--- src/rtl/vme_dec_pkg.sv ---
package vme_dec_pkg;
  typedef enum logic [1:0] {
    SPACE_NONE = 2'd0,
    SPACE_A24  = 2'd1,
    SPACE_A32  = 2'd2
  } space_e;
endpackage

--- src/rtl/vme_am_classify.sv ---
module vme_am_classify
  import vme_dec_pkg::*;
#(
  parameter int AM_W = 6
) (
  input  logic [AM_W-1:0] am,
  output space_e          space
);
  always_comb begin
    unique case (am)
      6'h39, 6'h3A, 6'h3D, 6'h3E:               space = SPACE_A24;
      6'h09, 6'h0A, 6'h0B, 6'h0D, 6'h0E, 6'h0F: space = SPACE_A32;
      default:                                  space = SPACE_NONE;
    endcase
  end
endmodule

--- src/rtl/vme_board_regs.sv ---
module vme_board_regs #(
  parameter int          DW         = 32,
  parameter int          OFS_W      = 19,
  parameter int          SLOT_W     = 5,
  parameter int          BASE_W     = 9,
  parameter int          CRATE_W    = 8,
  parameter logic [7:0]  BOARD_TYPE = 8'h5C,
  parameter logic [7:0]  BUILD_CODE = 8'h01,
  parameter logic [OFS_W-1:0] ID_OFS   = '0,
  parameter logic [OFS_W-1:0] BASE_OFS = OFS_W'(16)
) (
  input  logic              clk,
  input  logic              rst,
  input  logic              wr_en,
  input  logic [OFS_W-1:0]  offset,
  input  logic [DW-1:0]     wdata,
  input  logic [SLOT_W-1:0] slot,
  output logic [DW-1:0]     rdata,
  output logic [BASE_W-1:0] a32_base
);
  localparam int GAP_W = 16 - 8 - SLOT_W;

  logic [CRATE_W-1:0] crate_id;
  logic               unused_wbits;

  assign unused_wbits = ^wdata[DW-BASE_W-1:CRATE_W];

  always_ff @(posedge clk) begin
    if (rst) begin
      crate_id <= '0;
      a32_base <= '0;
    end else if (wr_en) begin
      if (offset == ID_OFS)   crate_id <= wdata[CRATE_W-1:0];
      if (offset == BASE_OFS) a32_base <= wdata[DW-1:DW-BASE_W];
    end
  end

  always_comb begin
    if (offset == ID_OFS)
      rdata = {BOARD_TYPE, BUILD_CODE, {GAP_W{1'b0}}, slot, crate_id};
    else if (offset == BASE_OFS)
      rdata = {a32_base, {(DW-BASE_W){1'b0}}};
    else
      rdata = '0;
  end
endmodule

--- src/rtl/vme_ack_fsm.sv ---
module vme_ack_fsm (
  input  logic clk,
  input  logic rst,
  input  logic as_i,
  input  logic ds_i,
  input  logic hit,
  output logic accept,
  output logic dtack
);
  typedef enum logic {ST_IDLE = 1'b0, ST_ACK = 1'b1} st_e;
  st_e st;

  assign accept = (st == ST_IDLE) && as_i && ds_i && hit;
  assign dtack  = (st == ST_ACK);

  always_ff @(posedge clk) begin
    if (rst)
      st <= ST_IDLE;
    else if (st == ST_IDLE && accept)
      st <= ST_ACK;
    else if (st == ST_ACK && !ds_i)
      st <= ST_IDLE;
  end
endmodule

--- src/rtl/vme_slave_decoder.sv ---
module vme_slave_decoder
  import vme_dec_pkg::*;
#(
  parameter int         AW         = 32,
  parameter int         DW         = 32,
  parameter int         AM_W       = 6,
  parameter int         A24_W      = 24,
  parameter int         SLOT_W     = 5,
  parameter int         BASE_W     = 9,
  parameter logic [7:0] BOARD_TYPE = 8'h5C,
  parameter logic [7:0] BUILD_CODE = 8'h01
) (
  input  logic              clk,
  input  logic              rst,
  input  logic              vme64x_crate,
  input  logic [SLOT_W-1:0] geo_addr,
  input  logic [SLOT_W-1:0] switch_addr,
  input  logic              bus_as,
  input  logic              bus_ds,
  input  logic              bus_write,
  input  logic [AM_W-1:0]   bus_am,
  input  logic [AW-1:0]     bus_addr,
  input  logic [DW-1:0]     bus_wdata,
  input  logic [DW-1:0]     win_rdata,
  output logic [DW-1:0]     rd_data,
  output logic              dtack,
  output logic              win_rd
);
  localparam int OFS_W = A24_W - SLOT_W;

  space_e            space;
  logic [SLOT_W-1:0] slot;
  logic [BASE_W-1:0] a32_base;
  logic [DW-1:0]     reg_rdata;
  logic              hit_a24, hit_a32, accept, reg_wr;

  assign slot = vme64x_crate ? geo_addr : switch_addr;

  vme_am_classify #(.AM_W(AM_W)) u_am (
    .am    (bus_am),
    .space (space)
  );

  assign hit_a24 = (space == SPACE_A24) && (bus_addr[A24_W-1:OFS_W] == slot);
  assign hit_a32 = (space == SPACE_A32) && (a32_base != '0) &&
                   (bus_addr[AW-1:AW-BASE_W] == a32_base);

  vme_ack_fsm u_ack (
    .clk    (clk),
    .rst    (rst),
    .as_i   (bus_as),
    .ds_i   (bus_ds),
    .hit    (hit_a24 || hit_a32),
    .accept (accept),
    .dtack  (dtack)
  );

  assign reg_wr = accept && hit_a24 && bus_write;

  vme_board_regs #(
    .DW(DW), .OFS_W(OFS_W), .SLOT_W(SLOT_W), .BASE_W(BASE_W),
    .BOARD_TYPE(BOARD_TYPE), .BUILD_CODE(BUILD_CODE)
  ) u_regs (
    .clk      (clk),
    .rst      (rst),
    .wr_en    (reg_wr),
    .offset   (bus_addr[OFS_W-1:0]),
    .wdata    (bus_wdata),
    .slot     (slot),
    .rdata    (reg_rdata),
    .a32_base (a32_base)
  );

  always_ff @(posedge clk) begin
    if (rst) begin
      rd_data <= '0;
      win_rd  <= 1'b0;
    end else begin
      win_rd <= accept && hit_a32 && !bus_write;
      if (accept)
        rd_data <= bus_write ? '0 : (hit_a24 ? reg_rdata : win_rdata);
    end
  end
endmodule

--- config.mk ---
export PLATFORM = sky130hd
export DESIGN_NAME = vme_slave_decoder
export DESIGN_NICKNAME = d
export VERILOG_FILES = /design/src/rtl/vme_dec_pkg.sv /design/src/rtl/vme_am_classify.sv /design/src/rtl/vme_board_regs.sv /design/src/rtl/vme_ack_fsm.sv /design/src/rtl/vme_slave_decoder.sv
export SDC_FILE = /design/constraint.sdc
export NUM_CORES = 1
export LEC_CHECK = 0
export ABC_AREA = 1
export BUFFER_PORTS_ARGS = -buffer_cell sky130_fd_sc_hd__buf_2
export CAP_MARGIN = 25
export CORE_ASPECT_RATIO = 1.5
export CORE_MARGIN = 8
export CORE_UTILIZATION = 46
export DETAILED_ROUTE_END_ITERATION = 10
export GPL_ROUTABILITY_DRIVEN = 1
export PLACE_DENSITY = 0.82
export SKIP_LAST_GASP = 1
export SYNTH_ARGS = -nofsm -noshare
export SYNTH_HDL_FRONTEND = slang
export SYNTH_SLANG_ARGS = --single-unit
--- constraint.sdc ---
create_clock -name clk -period 2.1 [get_ports clk]
set_clock_uncertainty 0.15 [all_clocks]
set_input_delay 0.42 -clock clk [delete_from_list [all_inputs] [get_ports clk]]
set_output_delay 0.42 -clock clk [all_outputs]
set_load 0.05 [all_outputs]
After elaboration in Yosys (flattened, before gate mapping) --
Index checks and enable logic that the tools add are counted.
Word-level totals: flip-flop bits (word level) 51, bits of input ports 118
Operators by class: equality and inequality tests 15, multiplexer cells 8, bitwise logic cells 1, reduce and logical (&&, ||, !) cells 22
Operators by type and width (number):
- $mux W32 | 4
- $eq A6 B4 Y1 const B | 6
- $eq A6 B6 Y1 const B | 4
- $eq A19 B5 Y1 const B | 1
- $logic_not A19 Y1 | 1
- $logic_and A1 B1 Y1 | 12
- $eq A9 B9 Y1 | 1
- $reduce_bool A9 Y1 | 1
- $reduce_or A6 Y1 | 1
- $eq A5 B5 Y1 | 1
- $mux W5 | 1
- $pmux W2 S2 | 1
- $reduce_and A2 Y1 | 2
- $reduce_or A4 Y1 | 1
- $eq A2 B1 Y1 const B | 1
- $eq A2 B2 Y1 const B | 1
- $logic_not A1 Y1 | 2
- $mux W1 | 2
- $reduce_bool A2 Y1 | 1
- $logic_or A1 B1 Y1 | 1
- $not A1 Y1 | 1

Depth between registers and ports, before layout --
Gate-level depths: netlist of run 1.
depth in word-level cells 11, gate-level depth with buffers 16, gate-level depth less buffers 12

Hierarchy --
Synthesis of run 1 repeated with hierarchy kept, for this count alone.
Unflattened totals: cell total of the unflattened synthesis 567, area total of the unflattened synthesis 3419.5 um2
By module, submodules not included:
- vme_slave_decoder | instances 1, cells an instance 376, area an instance 2265.9 um2
- vme_board_regs | instances 1, cells an instance 171, area an instance 1044.8 um2
- vme_ack_fsm | instances 1, cells an instance 9, area an instance 56.3 um2
- vme_am_classify | instances 1, cells an instance 11, area an instance 52.6 um2

Least setup slack after synthesis of run 1 --
Ideal clock, no wire load.
path type input port to flip-flop, from input vme64x_crate, to register rd_data[7], data arrival time 1.609 ns, path slack 0.222 ns, stages 14, path through buf_6 -> inv_6 -> nand2_1 -> nand3b_1 -> inv_1 -> nor2_1 -> nand3_2 -> buf_6 -> clkinv_4 -> buf_6 -> buf_6 -> o21ai_0 -> o21ai_0 -> o21ai_1
On the way: cells in the longest elaborated chain, start to end 5, elaborated cells between the ends (all ways) 7, classes of those cells 1 x eq/ne; 3 x mux; 3 x reduce/logical
RTL lines:
- start: declaration | line vme_slave_decoder.sv:15 | input logic vme64x_crate,
- $mux W5 (*) | line vme_slave_decoder.sv:37 | assign slot = vme64x_crate ? geo_addr : switch_addr;
- $eq A5 B5 Y1 (*) | line vme_slave_decoder.sv:44 | assign hit_a24 = (space == SPACE_A24) && (bus_addr[A24_W-1:OFS_W] == slot);
- $logic_and A1 B1 Y1 (*) | line vme_slave_decoder.sv:44
- $mux W32 / $logic_or A1 B1 Y1 (equally long branches) | line vme_slave_decoder.sv:81, vme_slave_decoder.sv:53
- $mux W32 / $logic_and A1 B1 Y1 (equally long branches) | line vme_slave_decoder.sv:81, vme_ack_fsm.sv:13
- end signal: assignment | line vme_slave_decoder.sv:81 | rd_data <= bus_write ? '0 : (hit_a24 ? reg_rdata : win_rdata);
- end: declaration | line vme_slave_decoder.sv:25 | output logic [DW-1:0] rd_data,
Every way passes the cells marked *; elsewhere a longest branch is shown, timed or not. A chain may end at the register's enable or synchronous reset.

Worst setup path in the final report of run 1 --
from register u_regs.a32_base[5], to register rd_data[3]
On the way: cells in the longest elaborated chain, start to end 5, elaborated cells between the ends (all ways) 6, classes of those cells 1 x eq/ne; 5 x reduce/logical
RTL lines:
- start: declaration | line vme_board_regs.sv:19 | output logic [BASE_W-1:0] a32_base
- start signal: assignment | line vme_board_regs.sv:34 | if (offset == BASE_OFS) a32_base <= wdata[DW-1:DW-BASE_W];
- $reduce_bool A9 Y1 | line vme_slave_decoder.sv:45 | assign hit_a32 = (space == SPACE_A32) && (a32_base != '0) &&
- $logic_and A1 B1 Y1 | line vme_slave_decoder.sv:45
- $logic_and A1 B1 Y1 (*) | line vme_slave_decoder.sv:45
- $logic_or A1 B1 Y1 (*) | line vme_slave_decoder.sv:53 | .hit (hit_a24 || hit_a32),
- $logic_and A1 B1 Y1 (*) | line vme_ack_fsm.sv:13 | assign accept = (st == ST_IDLE) && as_i && ds_i && hit;
Marks and branches as above.

==> results.cfg, run 1 <==
[status]
status = finished clean

[cells_and_area]
antenna_cells = 0
final_util_pct = 61.26
nFillCells = 598
nets = 736
stdcell_count = 693
syn_to_final_growth_pct = 28.47
regArea_sq_um = 1021
drive_above_1_share_pct = 27.63
layout_common_cells = 176 x nand2_1, 135 x buf_2, 82 x nor2_1
multi_input_comb_area_sq_um = 1615
layout_commonest_cell = nand2_1

[worst_hold_path]
min_path_type = in -> reg
hp-start = bus_wdata[2]

[pwr]
clkPwrFrac_pct = 31.7
seqPwrFrac_pct = 55.2
powerDensity_nw_per_um2 = 462.6
power.internal_mw = 1.311
p_leak_nw = 2.082
swShare_pct = 25.10
share_comb_of_total_power_pct = 13.0
peakVddDrop_mv = 0.2472
switchingPower_mw = 0.4392

[floorplan]
core_sq_um = 6175
die_h_um = 114.0
die-area_sq_um = 9269
rows = 35
chipWidth_um = 81.32
start_util_pct = 47.68
pin_count = 152

[grt]
antenna_found_initial = 0
grt_pass1_wl_um = 14270
grt_max_degree = 20
grt_pass1_vias = 3344
track_usage_pct = 18.93
grt_overflow_total = 0

[clock_network]
clk_latency_ps = 310
cts.htree.levels = 2
clockBufferDepth = 2
path_clk_slew_ps = 90
numCtsBuffers = 5
post_cts_buffers = 0
postCtsHoldBufs = 0
cts_resized = 0
cts.sinks = 51
cts_tree = built
clk_root_buffer_cell = clkbuf_8

[timing]
finalCriticalPeriod_ps = 1859
slew_violations = 0
tns_ps = 0
slew_headroom_pct = 80.72
finalSetupViolCount = 0
hold_viol = 0
worst_slew_pin_slew_ps = 288.4
fmax_ghz = 0.5379
rsz0062_at_grt = false
fin_crit_sh_pct = 88.53
fin_ws_ps = 240.9
hold_slack_ps = 177.7

[yosys]
ys_types = 24
yosysSeqAreaShare_pct = 34.68
ys_seq_elements = 51
syn_area_sq_um = 2944
syn_area_per_cell_sq_um = 6.108
postSynthNetCount = 600
postSynthCellCount = 482
synth_warnings = 0

[setup_path]
worstPathRequired_ps = 2180
crit_start = u_regs.a32_base[5]
worstReg2RegStart = u_regs.a32_base[5]
crit_type = reg -> reg
arrival_ps = 1940
crit_fanout = 15
cp-end-kind = flip-flop
r2r_slack_ps = 240
startpoint_type = flip-flop

[routing]
wl_per_cell_um = 12.42
drtAntennaViolNets = 0
first_pass_iters = 4
drtIter0Drc = 197
drc = 0
wl_um = 8607
vias = 3311
via_per_inst = 4.778

[placement]
dpl_worst_slack_ps = -29.63
dp.final_hpwl_um = 7089
routabilityCongestion = 0.8723
portBuffers = 135
placed_cells = 685

[flow_run]
maxCapViolations = 0
==> through the flow <==
| stage | instance area [sq um] | power [mW] |
|---|---|---|
| finish | 3782 | 1.750 |
| global route | 3782 | 1.853 |
| CTS | 3782 | 1.767 |
| detailed placement | 3697 | 1.217 |
| global placement | 3697 | 1.213 |
| floorplan | 2944 | 1.096 |
==> worst paths after layout <==
kind              cells past startpoint                 end
setup reg to reg                     12          rd_data[3]
hold / removal                        3  u_regs.crate_id[2]
hold reg to reg                       2         rd_data[21]
setup / recovery                     12          rd_data[3]
==> cell usage after synthesis <==
master	number	area [sq um]
o21ai_1	10	50.05
buf_2	4	20.02
a21oi_2	4	35.03
clkinv_4	1	8.760
inv_6	1	8.760
nand3_1	28	140.1
nor2_1	82	307.8
nand2_1	176	660.6
inv_1	41	153.9
nor4_1	1	6.260
dfxtp_1	51	1021
o2111ai_1	1	8.760
a21oi_1	16	80.08
clkbuf_1	9	33.78
clkinv_1	1	3.750
nand4_1	4	25.02
nor2_8	1	20.02
buf_6	7	78.83
nand3b_1	3	22.52
nand4_4	2	42.54
o21ai_0	33	165.2
nand2_4	2	22.52
nand2_2	3	18.77
nand3_2	1	10.01
==> layout make-up <==
type	count	share of cell area, %
tap	74	2.448
timing repair buffer	149	20.97
clock inverter	2	0.3308
clock buffer	6	1.919
inverter	44	4.631
multi-input combinational	367	42.71
sequential	51	26.99
==> logic make-up after synthesis <==
family	Yosys count	share of synthesized area, %
and+or+nand+nor	303	43.35
AOI/OAI and AO/OA	64	11.52
buffers and inverters	64	10.45
DFF	51	34.68
==> sequential cells by signal, summed over array words and instances (netlist names) <==
name	flops
u_regs.crate_id	8
u_regs.a32_base	9
win_rd	1
rd_data	32
u_ack.dtack	1
==> power groups by stage <==
stage	sequential [mW]	combinational, mW	clock [mW]
floorplan	0.990	0.105	0
global placement	0.989	0.224	0
detailed placement	0.989	0.228	0
CTS	0.967	0.229	0.572
global route	0.967	0.259	0.627
finish	0.966	0.228	0.555
==> per-layer routing <==
layer	vias to the layer above	global-route usage (%)	routed length [um]
met5	-	0	0
met4	0	10.42	327
met3	27	3.465	576
met2	109	32.13	4260
met1	1402	21.29	3443
li1	1773	-	-
==> critical path, cell delays in order, from the launching register on <==
cell and delay (ps):
dfxtp_1 370, inv_1 90, nand2_1 80, nand2_1 50, nor2_1 120, nand2_1 60, nor2_1 100, nand2_1 70
nand2_1 110, nand2_4 130, nor2_8 130, nand2_4 130, o21ai_0 190
No activity file was read; power rests on OpenSTA's default activity.
==> run 2, diff against run 1 <==
--- a/config.mk
+++ b/config.mk
@@ -9,5 +9,5 @@
 export BUFFER_PORTS_ARGS = -buffer_cell sky130_fd_sc_hd__buf_2
 export CAP_MARGIN = 25
-export CORE_ASPECT_RATIO = 1.5
+export CORE_ASPECT_RATIO = 1.4
 export CORE_MARGIN = 8
 export CORE_UTILIZATION = 46
--- a/constraint.sdc
+++ b/constraint.sdc
@@ -3,3 +3,3 @@
 set_input_delay 0.42 -clock clk [delete_from_list [all_inputs] [get_ports clk]]
 set_output_delay 0.42 -clock clk [all_outputs]
-set_load 0.05 [all_outputs]
+set_load 0.02 [all_outputs]
==> run 2 against run 1 <==
Sequential power about the same. Cell count increased by 0.43%. Highest routed layer unchanged. Fmax is 0.43% higher. Via count is 1.9% higher. Power is 4.6% higher. Critical path type unchanged.
==> results.cfg, run 2 (synthesis gave the netlist of run 1 again) <==
[status]
status = finished clean

[grt]
grt_overflow_total = 0
grt_max_degree = 23
grt_pass1_wl_um = 15130
grt_pass1_vias = 3458
antenna_found_initial = 0
track_usage_pct = 18.88

[worst_hold_path]
min_path_type = in -> reg

[floorplan]
core_sq_um = 6211
pin_count = 152
chipWidth_um = 83.62
die-area_sq_um = 9253
start_util_pct = 47.40
die_h_um = 110.7
rows = 34

[setup_path]
startpoint_type = flip-flop
cp-end-kind = flip-flop
worstPathRequired_ps = 2180
crit_chain = inv_1 -> nand2_1 -> nand2_1 -> nor2_1 -> nand2_1 -> nor2_1 -> nand2_1 -> nand2_1 -> nand2_4 -> nor2_8 -> nand2_4 -> o21ai_0
worst_path_most_repeated_cell = nand2_1
arrival_ps = 1930
crit_fanout = 15
slowest_delay_ps = 380
slowest_stage = dfxtp_1
crit_type = reg -> reg

[placement]
placed_cells = 688
dp.final_hpwl_um = 7266
routabilityCongestion = 0.8867
portBuffers = 135

[cells_and_area]
top_regs = rd_data: 32 flops, u_regs.a32_base: 9 flops, u_regs.crate_id: 8 flops
layout_common_cells = 176 x nand2_1, 135 x buf_2, 82 x nor2_1
largest_reg_flops = 32
stdcell_count = 696
nFillCells = 615
antenna_cells = 0
syn_to_final_growth_pct = 32.00
drive_above_1_share_pct = 28.37
nets = 741
layout_commonest_cell = nand2_1
regMostFlops = rd_data

[timing]
finalSetupViolCount = 0
finalCriticalPeriod_ps = 1851
slew_headroom_pct = 67.41
tns_ps = 0
worst_slew_pin_slew_ps = 488.3
fin_crit_sh_pct = 88.15
hold_viol = 0
slew_violations = 0
rsz0062_at_grt = false
fmax_ghz = 0.5402

[routing]
first_pass_iters = 4
vias = 3375
drc = 0
via_per_inst = 4.849
wl_per_cell_um = 12.59
drtAntennaViolNets = 0
wl_um = 8765
drtIter0Drc = 174

[clock_network]
cts.sinks = 51
clk_root_buffer_cell = clkbuf_8
cts_tree = built
numCtsBuffers = 5
clk_latency_ps = 310
postCtsHoldBufs = 0
cts.htree.levels = 2
post_cts_buffers = 0
cts_resized = 0
clockBufferDepth = 2
path_clk_slew_ps = 100

[pwr]
p_leak_nw = 2.131
powerDensity_nw_per_um2 = 471.0
peakVddDrop_mv = 0.2856

[flow_run]
maxCapViolations = 0
[run 2: cell types whose count changed in the layout (fill, tap and decap cells not counted), sizes merged]
cell / before / now
clkinv: 3 / 2
buf: 149 / 154
clkbuf: 6 / 7
[run 2: cell type report]
class	instances	area, sq um	area share (%)
Tap cell	72	90.09	2.318
Sequential cell	51	1021	26.27
Inverter	44	175.2	4.507
Clock inverter	1	7.507	0.1932
Multi-Input combinational cell	367	1615	41.56
Clock buffer	7	96.34	2.479
Timing Repair Buffer	154	880.8	22.67
[run 2: where the power goes]
part,switching [mW],internal (mW)
Combinational,0.118,0.116
Sequential,0.000134,0.966
Clock,0.329,0.300
Total,0.447,1.38
[run 2: final timing paths]
path                      start                  to  slack [ps]  depth (start not counted)
max          u_regs.a32_base[6]          rd_data[0]         250                         12
min                bus_wdata[1]  u_regs.crate_id[1]         180                          3
max reg2reg  u_regs.a32_base[6]          rd_data[0]         250                         12
min reg2reg         rd_data[13]         rd_data[13]         310                          2
[run 2: per-layer routing]
| layer | GRT usage (%) | part of all wire (%) | up-vias | wire length [um] |
|---|---|---|---|---|
| met5 | 0 | 0 | - | 0 |
| met4 | 8.902 | 3.4 | 0 | 299 |
| met1 | 20.40 | 41 | 1449 | 3579 |
| li1 | - | - | 1790 | - |
| met2 | 32.89 | 49 | 114 | 4301 |
| met3 | 5.147 | 6.7 | 22 | 584 |
[run 2: through the flow]
step / hold slack (ps) / setup slack (ps) / area, sq um / util [%] / total power, mW
6_report: 179.1 / 248.8 / 3886 / 62.57 / 1.830
5_1_grt: 190.1 / 94.34 / 3886 / 62.57 / 1.911
4_1_cts: 178.4 / 245.7 / 3886 / 62.57 / 1.843
3_5_place_dp: 302.1 / -87.45 / 3782 / 60.90 / 1.223
3_3_place_gp: 297.6 / 29.00 / 3782 / 60.90 / 1.217
2_1_floorplan: 339.5 / 221.9 / 2944 / - / 1.095
[run 2: worst max-delay path, delay by kind of cell, from the launching register on]
kind / cells / cell delay (ps)
AO/OA/AOI/OAI: 1 / 210
buffers and inverters: 1 / 100
flip-flops: 1 / 380
AND/OR/NAND/NOR: 10 / 920
